<file path="config.mk">
export PLATFORM = sky130hd
export DESIGN_NAME = updown_wrapsat_counter
export DESIGN_NICKNAME = d
export VERILOG_FILES = /design/src/rtl/udc_pkg.sv /design/src/rtl/udc_limits.sv /design/src/rtl/udc_select.sv /design/src/rtl/updown_wrapsat_counter.sv
export SDC_FILE = /design/constraint.sdc
export NUM_CORES = 1
export LEC_CHECK = 0
export ABC_AREA = 1
export BUFFER_PORTS_ARGS = -buffer_cell sky130_fd_sc_hd__buf_4
export CORE_AREA = 10 10 47 49
export DETAILED_ROUTE_END_ITERATION = 8
export DIE_AREA = 0 0 57 59
export GPL_TIMING_DRIVEN = 1
export PLACE_DENSITY = 0.4
export SYNTH_ARGS = -nofsm -noshare
export SYNTH_HDL_FRONTEND = slang
export SYNTH_SLANG_ARGS = --single-unit
</file>
<file path="constraint.sdc">
create_clock -name clk -period 1.15 [get_ports clk]
set_input_delay 0.23 -clock clk [delete_from_list [all_inputs] [get_ports clk]]
set_output_delay 0.23 -clock clk [all_outputs]
set_load 0.01 [all_outputs]
</file>
<file path="src/rtl/udc_pkg.sv">
package udc_pkg;

    localparam int unsigned CNT_W = 3;

    typedef enum logic {
        DIR_UP   = 1'b0,
        DIR_DOWN = 1'b1
    } dir_e;

    typedef enum logic {
        END_WRAP = 1'b0,
        END_HOLD = 1'b1
    } end_policy_e;

endpackage

</file>
<file path="src/rtl/udc_limits.sv">
module udc_limits #(
    parameter int unsigned WIDTH = udc_pkg::CNT_W
) (
    input  logic [WIDTH-1:0] cur,
    output logic             at_top,
    output logic             at_bottom,
    output logic [WIDTH-1:0] plus_one,
    output logic [WIDTH-1:0] minus_one
);
    localparam logic [WIDTH-1:0] TOP    = {WIDTH{1'b1}};
    localparam logic [WIDTH-1:0] BOTTOM = '0;
    localparam logic [WIDTH-1:0] ONE    = WIDTH'(1);

    always_comb begin
        at_top    = (cur == TOP);
        at_bottom = (cur == BOTTOM);
        plus_one  = cur + ONE;
        minus_one = cur - ONE;
    end
endmodule

</file>
<file path="src/rtl/udc_select.sv">
module udc_select #(
    parameter int unsigned WIDTH = udc_pkg::CNT_W
) (
    input  udc_pkg::dir_e        dir,
    input  udc_pkg::end_policy_e policy,
    input  logic [WIDTH-1:0]     cur,
    input  logic                 at_top,
    input  logic                 at_bottom,
    input  logic [WIDTH-1:0]     plus_one,
    input  logic [WIDTH-1:0]     minus_one,
    output logic [WIDTH-1:0]     nxt
);
    import udc_pkg::*;

    logic pinned;

    always_comb begin
        pinned = 1'b0;
        if (policy == END_HOLD) begin
            pinned = (dir == DIR_UP) ? at_top : at_bottom;
        end
        if (pinned) begin
            nxt = cur;
        end else if (dir == DIR_UP) begin
            nxt = plus_one;
        end else begin
            nxt = minus_one;
        end
    end
endmodule

</file>
<file path="src/rtl/updown_wrapsat_counter.sv">
module updown_wrapsat_counter #(
    parameter int unsigned WIDTH = udc_pkg::CNT_W
) (
    input  logic             clk,
    input  logic             rst,
    input  logic             dir_down,
    input  logic             sat_hold,
    output logic [WIDTH-1:0] count
);
    import udc_pkg::*;

    typedef struct packed {
        logic [WIDTH-1:0] value;
    } cnt_state_t;

    cnt_state_t  st_d;
    cnt_state_t  st_q;

    dir_e        dir_sel;
    end_policy_e end_sel;
    logic        at_top;
    logic        at_bottom;
    logic [WIDTH-1:0] plus_one;
    logic [WIDTH-1:0] minus_one;
    logic [WIDTH-1:0] step_nxt;

    assign dir_sel = dir_e'(dir_down);
    assign end_sel = end_policy_e'(sat_hold);

    udc_limits #(.WIDTH(WIDTH)) u_limits (
        .cur       (st_q.value),
        .at_top    (at_top),
        .at_bottom (at_bottom),
        .plus_one  (plus_one),
        .minus_one (minus_one)
    );

    udc_select #(.WIDTH(WIDTH)) u_select (
        .dir       (dir_sel),
        .policy    (end_sel),
        .cur       (st_q.value),
        .at_top    (at_top),
        .at_bottom (at_bottom),
        .plus_one  (plus_one),
        .minus_one (minus_one),
        .nxt       (step_nxt)
    );

    always_comb begin
        st_d = st_q;
        if (rst) begin
            st_d.value = '0;
        end else begin
            st_d.value = step_nxt;
        end
    end

    always_ff @(posedge clk) begin
        st_q <= st_d;
    end

    assign count = st_q.value;
endmodule

</file>
==> run summary <==
Run status: complete, no violations
Fin nets: 59
Final Skew: 0.00146 ns
DRT Wirelength: 557 um
Syn. warnings: 0
RSZ-0062 raised after global routing: true
P_leak: 0.207 nW
Setup crit end kind: register
Slowest-stage cell, CP: fa_2
Mapped Cells: 38
Maximum root-to-sink buffer count: 2
Pre-CTS setup slack: -0.00326 ns
Clock Latency Late Sink: 0.23 ns
IO Port Bufs: 6
Startpoint Class: register
Max IR drop VDD: 0.641 mV
Pin count of the biggest net entering global routing: 7
Max FO, Critical Path: 2
GRT Total Usage: 3.32%
Crit. path cell count: 5
Final setup fails: 0
Total power: 663 uW
Antenna violations before repair: 0
Slew Viols, Final: 0
Final cycle utilization of the critical path: 97.2%
CTS Root Cell: clkbuf_4
Total of max-cap violations: 0
Hold Fails Final Rpt: 0
CTS tree: done
Post-synthesis cell type count: 13
Hold depth: 4
1st-iter DRT viols: 2
WS Path Type: register to register
Initial Util: 16.3%
Hold Buf Count CTS: 0
Crit-path cells: inv_4, fa_2, nand2_2, inv_2, nor2_1
Crit path largest cell delay: 0.52 ns
HP Class: input pin to register
Final instance area: 380 um2
Footprint of the multi-input gates: 146 um2
Area leader, netlist: dfxtp_1
WL per Instance: 8.07 um
Netlist Area Pre-Place: 229 um2
Register area: 65.1 um2
Routability Congestion: 0.732
Reg clk slew, reported paths: 0.04 ns
Mapped Nets: 43
Layout area overhead: 66.1%
Number of fill cells: 174
Row cnt: 14
Die Area: 3360 um2
ANT cells: 0
FMAX: 895 MHz
DRC violations left: 0
Ports: 7
Sequential area share after synthesis: 26.2%
Crit path max-delay family: adder cells
Vias in the first global route: 236
Antenna viol nets, final: 0
Avg Synthesized Cell Area: 6.03 um2
Die W: 57 um
Max reg flops: 3
Max H-tree Level: 1
Core Footprint: 1400 um2
Area contributors post-synth: dfxtp_1 (26%), nand2_1 (16%), inv_1 (11%), nor2_1 (9.8%), fa_1 (8.7%)
Via count: 265
Buf+Inv Stages, Crit Path: 2
Share of cells above drive strength 1: 56.6%
R2R depth: 5
Placed cell area: 332 um2
Worst slew pin tran: 0.209 ns
First-pass GRT wire length: 897 um
Worst hold slack: 0.247 ns
Rel. slew slack: 86.0%
Die Span Y: 59 um
Drt via density: 3.84
Worst path arrival time: 1.24 ns
Crit path required time: 1.27 ns
Setup WS post-layout: 0.0321 ns
Sink Count: 3
Drt first pass iters: 4
FF+latch count, synth: 3
Post-layout min period: 1.12 ns
HPWL Detailed: 464 um
Top-area cell type share of the netlist area: 26.2%
Gr ovfl total: 0
Final core occ: 27.1%
Cts bufs inserted: 3
PD cells: 1740 nW/um2
[where the power goes]
| group | internal [mW] | switching (mW) |
|---|---|---|
| clock | 0.130 | 0.0518 |
| combinational | 0.150 | 0.169 |
| sequential | 0.135 | 0.0266 |
[area by class of cell]
cell class	count	share of cell area [%]
sequential	3	17.1
clock buffer	4	6.91
tap	16	5.26
inverter	10	10.5
multi-input combinational	25	38.5
timing repair buffer	11	21.7
[worst min-delay path, delay by kind of cell]
family | cells | cell delay [ns]
buffers and inverters | 2 | 0.11
AND/OR/NAND/NOR | 2 | 0.09
[per-layer routing]
| layer | track usage (%) | routed length, um | share of wire (%) |
|---|---|---|---|
| met1 | 3.42 | 217 | 39 |
| met2 | 5.58 | 316 | 57 |
| met3 | 1.29 | 22 | 3.9 |
| met4 | 2.01 | 0 | 0 |
| met5 | 0 | 0 | 0 |
[cells by family after synthesis]
group           after synthesis  synth area share (%)
flops                         3                  26.2
compound gates                1                  2.18
simple gates                 23                  46.5
fa+ha+maj                     1                  8.74
buf+inv                      10                  16.4
[worst paths after layout]
path,start,to,slack [ns]
setup / recovery,count[0],count[1],0.03
hold / removal,rst,count[0],0.25
setup reg to reg,count[0],count[1],0.03
hold reg to reg,count[0],count[0],0.63
[cell usage after synthesis, drive strengths merged]
cell,number
o21ai,1
inv,9
nor2,8
nand4,1
fa,1
nand2,12
clkinv,1
dfxtp,3
nand3,2
[stage by stage]
| stage | std cells | setup TNS [ns] |
|---|---|---|
| 2_1_floorplan | 38 | 0 |
| 6_report | 69 | 0 |
| 4_1_cts | 68 | 0 |
| 5_1_grt | 69 | -0.0318 |
| 3_3_place_gp | 64 | -0.00686 |
| 3_5_place_dp | 64 | -0.00326 |
[repair_timing]
item                       in CTS  in global routing
buffers inserted                0                  1
gates resized for setup         0                  9
setup endpoints to repair       0                  2
[layout by cell type (no fill, tap or decap)]
cell type,instances
buf_4,11
nand2_1,8
nor2_1,5
inv_2,4
inv_1,4
nand2_2,4
clkbuf_4,3
nor2_2,2
inv_4,1
nand3_2,1
o21ai_1,1
clkinv_1,1
nor2_4,1
nand4_1,1
nand3_1,1
fa_2,1
clkbuf_1,1
dfxtp_4,1
dfxtp_2,1
dfxtp_1,1
Note: power is estimated with default switching activity, not from simulation.
